==> config.mk <==
export PLATFORM = sky130hd
export DESIGN_NAME = uart_rx_errmon
export DESIGN_NICKNAME = d
export VERILOG_FILES = /design/src/rtl/uart_rx_errmon.sv
export SDC_FILE = /design/constraint.sdc
export NUM_CORES = 1
export LEC_CHECK = 0
export ABC_AREA = 1
export CAP_MARGIN = 30
export CORE_AREA = 5 5 172 174
export DETAILED_ROUTE_END_ITERATION = 10
export DIE_AREA = 0 0 177 179
export DONT_BUFFER_PORTS = 1
export SYNTH_ARGS = -nofsm -noshare
export SYNTH_HDL_FRONTEND = slang
export SYNTH_SLANG_ARGS = --single-unit
==> constraint.sdc <==
create_clock -name clk -period 3.41 [get_ports clk]
set_input_delay 0.1705 -clock clk [delete_from_list [all_inputs] [get_ports clk]]
set_output_delay 0.1705 -clock clk [all_outputs]
set_load 0.005 [all_outputs]
==> src/rtl/uart_rx_errmon.sv <==
module uart_rx_errmon #(
  parameter int DEPTH    = 16,
  parameter int BRK_BITS = 10
) (
  input  logic        clk,
  input  logic        rst_n,
  input  logic        sw_rst,
  input  logic        rx,
  input  logic        bit_tick,
  input  logic        fifo_en,
  input  logic        par_en,
  input  logic        par_odd,
  input  logic        rd,
  input  logic        clr_ovf,
  input  logic        err_ie,
  input  logic        brk_ie,
  output logic [15:0] rd_data,
  output logic        rx_avail,
  output logic        ferr,
  output logic        perr,
  output logic        oerr,
  output logic        ffovf,
  output logic        brk,
  output logic        rx_err,
  output logic        irq
);
  localparam int AW = $clog2(DEPTH);
  localparam int BW = $clog2(BRK_BITS);
  localparam logic [AW:0] FULLC = DEPTH[AW:0];

  typedef enum logic [2:0] {S_IDLE, S_DATA, S_PAR, S_STOP, S_BRKW, S_HOLD} st_t;
  st_t st;
  logic [2:0]    idx;
  logic [BW-1:0] bc;
  logic [7:0]    sh;
  logic          pe_r, prev;

  logic [9:0]    mem [DEPTH];
  logic [AW:0]   wp, rp, cnt;
  logic [7:0]    hold_d;
  logic          hold_v;

  assign cnt = wp - rp;
  wire full   = (cnt == FULLC);
  wire empty  = (cnt == '0);
  wire push   = bit_tick && st == S_STOP && !sw_rst;
  wire push_f = push && fifo_en && !full;
  wire pop_f  = rd && fifo_en && !empty;
  wire push_h = push && !fifo_en && (!hold_v || rd);
  wire [9:0] head = mem[rp[AW-1:0]];

  assign rd_data  = fifo_en ? {head[9], head[8], 6'b0, head[7:0]} : {8'b0, hold_d};
  assign rx_avail = fifo_en ? !empty : hold_v;
  assign rx_err   = brk | ferr | oerr | perr;
  assign irq      = (err_ie & rx_err) | (brk_ie & brk);

  always_ff @(posedge clk or negedge rst_n) begin
    if (!rst_n) begin
      st <= S_IDLE; idx <= '0; bc <= '0; sh <= '0; pe_r <= 1'b0; prev <= 1'b0;
      ferr <= 1'b0; perr <= 1'b0; oerr <= 1'b0; ffovf <= 1'b0; brk <= 1'b0;
    end else if (sw_rst) begin
      st <= S_IDLE; prev <= 1'b0;
      ferr <= 1'b0; perr <= 1'b0; oerr <= 1'b0; ffovf <= 1'b0; brk <= 1'b0;
    end else begin
      if (clr_ovf) ffovf <= 1'b0;
      if (bit_tick) begin
        case (st)
          S_IDLE: begin
            prev <= rx;
            if (prev && !rx) begin st <= S_DATA; idx <= '0; pe_r <= 1'b0; end
          end
          S_DATA: begin
            sh  <= {rx, sh[7:1]};
            idx <= idx + 3'd1;
            if (idx == 3'd7) st <= par_en ? S_PAR : S_STOP;
          end
          S_PAR: begin
            pe_r <= rx ^ (^sh) ^ par_odd;
            st   <= S_STOP;
          end
          S_STOP: begin
            if (pe_r) perr <= 1'b1;
            if (fifo_en && full) ffovf <= 1'b1;
            if (!fifo_en && hold_v && !rd) oerr <= 1'b1;
            if (!rx) begin ferr <= 1'b1; st <= S_BRKW; bc <= '0; end
            else begin st <= S_IDLE; prev <= 1'b1; end
          end
          S_BRKW: begin
            if (rx) begin st <= S_IDLE; prev <= 1'b1; end
            else if (bc == BW'(BRK_BITS - 1)) begin brk <= 1'b1; st <= S_HOLD; end
            else bc <= bc + 1'b1;
          end
          default: ;
        endcase
      end
    end
  end

  always_ff @(posedge clk or negedge rst_n) begin
    if (!rst_n) begin
      wp <= '0; rp <= '0; hold_d <= '0; hold_v <= 1'b0;
    end else begin
      if (push_f) begin
        mem[wp[AW-1:0]] <= {!rx, pe_r, sh};
        wp <= wp + 1'b1;
      end
      if (pop_f) rp <= rp + 1'b1;
      if (push_h) begin hold_d <= sh; hold_v <= 1'b1; end
      else if (rd && !fifo_en) hold_v <= 1'b0;
    end
  end

  AST_BRK_AFTER_FE: assert property (@(posedge clk) disable iff (!rst_n) $rose(brk) |-> ferr);
  AST_SWRST_CLEARS: assert property (@(posedge clk) disable iff (!rst_n) sw_rst |=> !brk && !ferr && !perr && !oerr);
  AST_FE_STICKY:    assert property (@(posedge clk) disable iff (!rst_n) ferr && !sw_rst |=> ferr);
  AST_NO_OVERFLOW:  assert property (@(posedge clk) disable iff (!rst_n)
                      push && fifo_en && full && !rd |=> cnt == FULLC && ffovf);
  AST_FIFO_KEEP:    assert property (@(posedge clk) disable iff (!rst_n) sw_rst && !rd |=> $stable(cnt));
endmodule

# Yosys cells after proc, flatten, opt, wreduce, memory -nomap -nowiden
# Memory sizes are Yosys's and may differ from the RTL's.
# Cells that the tools add are included.
[op_classes]
n_addsub = 5
n_eq_ne = 16
muxes = 49
n_bitwise = 9
reduce_logical = 48
[op_table]
columns = ["cell", "count"]
rows = [
  ["1-bit 2-to-1 mux", 32],
  ["3-bit 2-to-1 mux", 8],
  ["2-bit nonzero test", 10],
  ["16-bit 2-to-1 mux", 1],
  ["3-bit one-hot mux with 5 select lines", 1],
  ["3-bit AND reduction", 5],
  ["1-bit logical AND", 14],
  ["4-bit 2-to-1 mux", 3],
  ["4-bit AND reduction", 3],
  ["5-bit by 1-bit adder with 5-bit output, second input constant", 2],
  ["2-bit inequality test, second input constant", 5],
  ["4-bit one-hot mux with 2 select lines", 1],
  ["8-bit XOR reduction", 1],
  ["1-bit logical NOT", 7],
  ["3-bit by 2-bit equality test with 1-bit output, second input constant", 2],
  ["3-bit equality test, second input constant", 2],
  ["3-bit inequality test, second input constant", 2],
  ["3-bit one-hot mux with 2 select lines", 1],
  ["6-bit AND reduction", 1],
  ["6-bit nonzero test", 1],
  ["5-bit equality test, second input constant", 1],
  ["5-bit logical NOT", 1],
  ["5-bit AND reduction", 1],
  ["5-bit subtractor", 1],
  ["15 further kinds", 21],
]
[totals]
regBits = 44
mem_bits_rw = 160
input_bits = 12
memories = 1
[memory_table]
columns = ["memory", "depth", "word_bits", "read_ports", "rd_ports_with_merged_regs", "write_ports", "line_no", "text"]
rows = [
  ["mem", 16, 10, 1, 0, 1, "38", "logic [9:0] mem [DEPTH];"],
]

# Logic depth before layout (Yosys ltp)
[logic_depth]
ltp_word = 8
depth_mapped = 15
ltp_nobuf = 15

# Least setup slack after synthesis
# OpenSTA, ideal clock, no wires.
[synth_path]
kind = "register -> register"
from = "reg rp[1]"
to = "mem mem[15][0] (enable)"
setup_ns = 0.390
t_arrival_ns = 2.387
required_ns = 3.020
setup_slack_ns = 0.633
path_stages_with_launch = 13
path_cell_list = "dfrtp_1 -> inv_1 -> clkbuf_1 -> ha_1 -> nand2_1 -> nand2_1 -> nand2_1 -> nand2_1 -> nand2_1 -> nand2_2 -> nand2_2 -> nand4_1 -> nor3_1"
[synth_between]
elab_chain_cells = 7
[synth_lines]
columns = ["element", "line_no", "text"]
rows = [
  ["start, declared", "39", "logic [AW:0] wp, rp, cnt;"],
  ["start signal, assigned", "107", "if (pop_f) rp <= rp + 1'b1;"],
  ["5-bit subtractor", "43", "assign cnt = wp - rp;"],
  ["5-bit equality test", "44", "wire full = (cnt == FULLC);"],
  ["1-bit logical NOT", "47", "wire push_f = push && fifo_en && !full;"],
  ["1-bit logical AND", "47", ""],
  ["1-bit 2-to-1 mux", "103", "if (push_f) begin"],
  ["1-bit logical AND (not written as such)", "104", "mem[wp[AW-1:0]] <= {!rx, pe_r, sh};"],
  ["1-bit 2-to-1 mux (not written as such)", "104", ""],
  ["end, declared", "38", ""],
]
# No other way between the ends.

# Worst setup path in the final report
[layout_path]
from = "reg rp[2]"
to = "mem mem[0][3] (enable)"
# The elaborated chain is that of the path after synthesis.

==> impl_metrics.ini <==
[logic_synthesis]
netlist_area_mm2 = 0.00903
ys_ff_latch = 204
synth_fa_ha_area_frac = 0.0180
async_flop_share = 0.216
yosysSeqAreaShare = 0.654
synth_compound_area_frac = 0.113
synth_edf_count = 160
synthDistinctLibCells = 45
avgSynthCellArea_um2 = 11.0
yosys.area_share.simple = 0.155
synth_ff_type = edfxtp_1
synth.area.mux_share = 0.00111
yosysWarningCount = 0
synthXorXnorAreaFrac = 0.00873
synth_top_family_by_area = simple AND/OR/NAND/NOR gates
synthesis.instances = 820

[pwr]
total_power_mw = 7.45
ir_drop_uv = 429
powerDensity_mw_per_mm2 = 723
p_leak_nw = 3.93

[die]
die_w_um = 177
initial_core_util = 0.327
core-area_mm2 = 0.0276
dieHeight_um = 179
row_count = 61
boundaryPins = 36
die_area_mm2 = 0.0317

[placed_design]
gp_congestion = 0.837
dp_cells = 1187
portBuffers = 0
post-dp-hpwl_um = 14700

[worst_setup_path]
cp-end-kind = register
path_class = reg -> reg
required_ns = 3.54
critical_path.max_fanout = 10
timing.critical_path.from_type = register
crit_arrival_ns = 3.02

[clock_network]
cts_max_level = 1
clk_latency_ns = 0.51
tritoncts = built
cts_max_path_buffers = 3
cts_buffers = 22
clkTransAtPathRegs_ns = 0.06
clock_sinks = 204
cts-root-buf = clkbuf_16
postCtsSetupRepairBufs = 0

[run]
drv_cap = 0

[finish]
area_growth_pct = 14.0
multi_input_area_mm2 = 0.00269
drive_gt1_frac = 0.100
fin_cells = 1238
ff_latch_area_mm2 = 0.00591
nNetsFinal = 869
fillers = 2707
diodes = 0
utilization = 0.373

[global_route]
antenna_found_initial = 0
grt_pass1_wl_um = 35600
grt_pass1_vias = 5995
gr-usage-all-layers = 0.144
grt_max_degree = 90
grt_overflow = 0

[route]
totalWireLength_um = 23100
post_drt_wl_per_cell_um = 18.7
avgViaCountPerCell = 4.98
drtIter0Drc = 552
dr_total_vias = 6161
drtPass1Iterations = 5
highest_layer = met4
drc = 0
antenna_left = 0
met2_length_um = 10900
wirelength_met1_um = 10200
met3WireLength_um = 1410

[sta]
setup-violations-final = 0
slew_headroom = 0.410
tns_ns = 0
fin_crit_ns = 2.89
slew_violations = 0
clock.fmax_mhz = 346
post-route-period-util = 0.848
tightestPinTransition_ns = 0.881
rsz0062_at_grt = no
hold_violations = 0
skew_ns = 0.0171

[run_status]
status = finished, final reports clean

[hold_path]
hold_path_class = in -> reg
## routing by layer
layer / up-vias / global-route usage
met2: 221 / 0.241
li1: 2909 / -
met3: 43 / 0.0230
met4: 0 / 0.0342
met5: - / 0
met1: 2988 / 0.199
## report_power, final
part | total (mW) | internal (mW) | leakage (nW) | switching [mW]
sequential | 2.98 | 2.86 | 2.07 | 0.115
clock | 2.27 | 1.31 | 0.338 | 0.963
combinational | 2.20 | 0.645 | 1.52 | 1.55
total | 7.45 | 4.82 | 3.93 | 2.63
## worst paths after layout
kind,from,end,slack [ns],depth (start not counted)
min reg2reg,hold_d[4]$_DFFE_PN0P_,hold_d[4]$_DFFE_PN0P_,0.49,2
max,rp[2]$_DFFE_PN0P_,mem[0][3]$_DFFE_PP_,0.52,11
max reg2reg,rp[2]$_DFFE_PN0P_,mem[0][3]$_DFFE_PP_,0.52,11
min in group asynchronous,rst_n,sh[6]$_DFFE_PN0P_,0.19,2
min,par_odd,pe_r$_DFFE_PN0P_,0.01,4
max in group asynchronous,rst_n,rp[0]$_DFFE_PN0P_,2.99,2
## timing repair
item | CTS | global route
resized for setup | 0 | 0
endpoints found under the hold margin | 64 | 0
hold buffers | 10 | 0
## worst max-delay path, cell delays in order, from the launching register on
cell and delay [ns]:
dfrtp_1 0.38, inv_1 0.23, ha_1 0.35, a21oi_1 0.16, nand3_1 0.10, nand2_1 0.13
nor2_4 0.05, nand2_2 0.08, nand2_4 0.09, nor2_8 0.17, nand2_4 0.09, nor2_1 0.68
## state kept, by name, indices dropped and copies added, names as in the netlist, 3 cells and up
| register | cells |
|---|---|
| st | 3 |
| bc | 4 |
| sh | 8 |
| mem | 160 |
| idx | 3 |
| hold_d | 8 |
| rp | 5 |
| wp | 5 |
## layout by cell type, fill, tap and decap left out, drive strengths merged, types with 2 or more instances in the layout
| cell | netlist | routed |
|---|---|---|
| o211ai | 21 | 21 |
| edfxtp | 160 | 160 |
| clkinv | 1 | 11 |
| buf | 28 | 27 |
| dfrtp | 44 | 44 |
| or2 | 3 | 3 |
| o31ai | 2 | 2 |
| nand4 | 13 | 13 |
| nand2 | 132 | 132 |
| xor2 | 6 | 6 |
| o22ai | 15 | 15 |
| o221ai | 5 | 5 |
| nor3 | 3 | 3 |
| inv | 53 | 53 |
| clkbuf | 13 | 29 |
| dlygate4sd3 | 0 | 9 |
| xnor2 | 3 | 3 |
| a21oi | 23 | 23 |
| conb | 1 | 6 |
| nand3 | 31 | 31 |
| nor2 | 131 | 131 |
| ha | 13 | 13 |
| o21ai | 113 | 113 |
## synthesized netlist by cell type (13+ instances only)
cell type	instances	area, µm²
clkbuf_1	13	48.8
o22ai_1	15	93.8
inv_1	47	176
o21ai_0	105	526
a21oi_1	23	115
nor2_1	126	473
o211ai_1	20	150
nand2_1	124	465
edfxtp_1	160	4800
dfrtp_1	44	1100
nand3_1	29	145
buf_4	14	105
ha_1	13	163
## per-stage QoR
| step | cell area, µm² | hold slack, ns | setup slack (ns) |
|---|---|---|---|
| 5_1_grt | 10300 | 0.0412 | 0.329 |
| 6_report | 10300 | 0.00962 | 0.519 |
| 3_5_place_dp | 9480 | -0.124 | 0.595 |
| 4_1_cts | 10300 | 0.000787 | 0.539 |
| 3_3_place_gp | 9480 | -0.124 | 0.672 |
| 2_1_floorplan | 9050 | -0.125 | 0.633 |
## logic make-up (layout without fill, tap and decap cells)
| family | Yosys count | in the layout |
|---|---|---|
| AND/OR/NAND/NOR | 315 | 315 |
| flip-flops | 204 | 204 |
| multiplexers | 1 | 1 |
| other | 1 | 6 |
| buffers and inverters | 95 | 130 |
| XOR/XNOR | 9 | 9 |
| adder cells (fa/ha/maj) | 13 | 13 |
| AO/OA/AOI/OAI | 182 | 182 |
## area by class of cell
class	count	area share
multi-input cells	526	0.262
clock inverters	11	0.00839
clock buffers	29	0.0580
flip-flops and latches	204	0.574
repair buffers	36	0.0323
inverters	54	0.0202
well taps	378	0.0459
No activity file was read; power rests on OpenSTA's default activity.
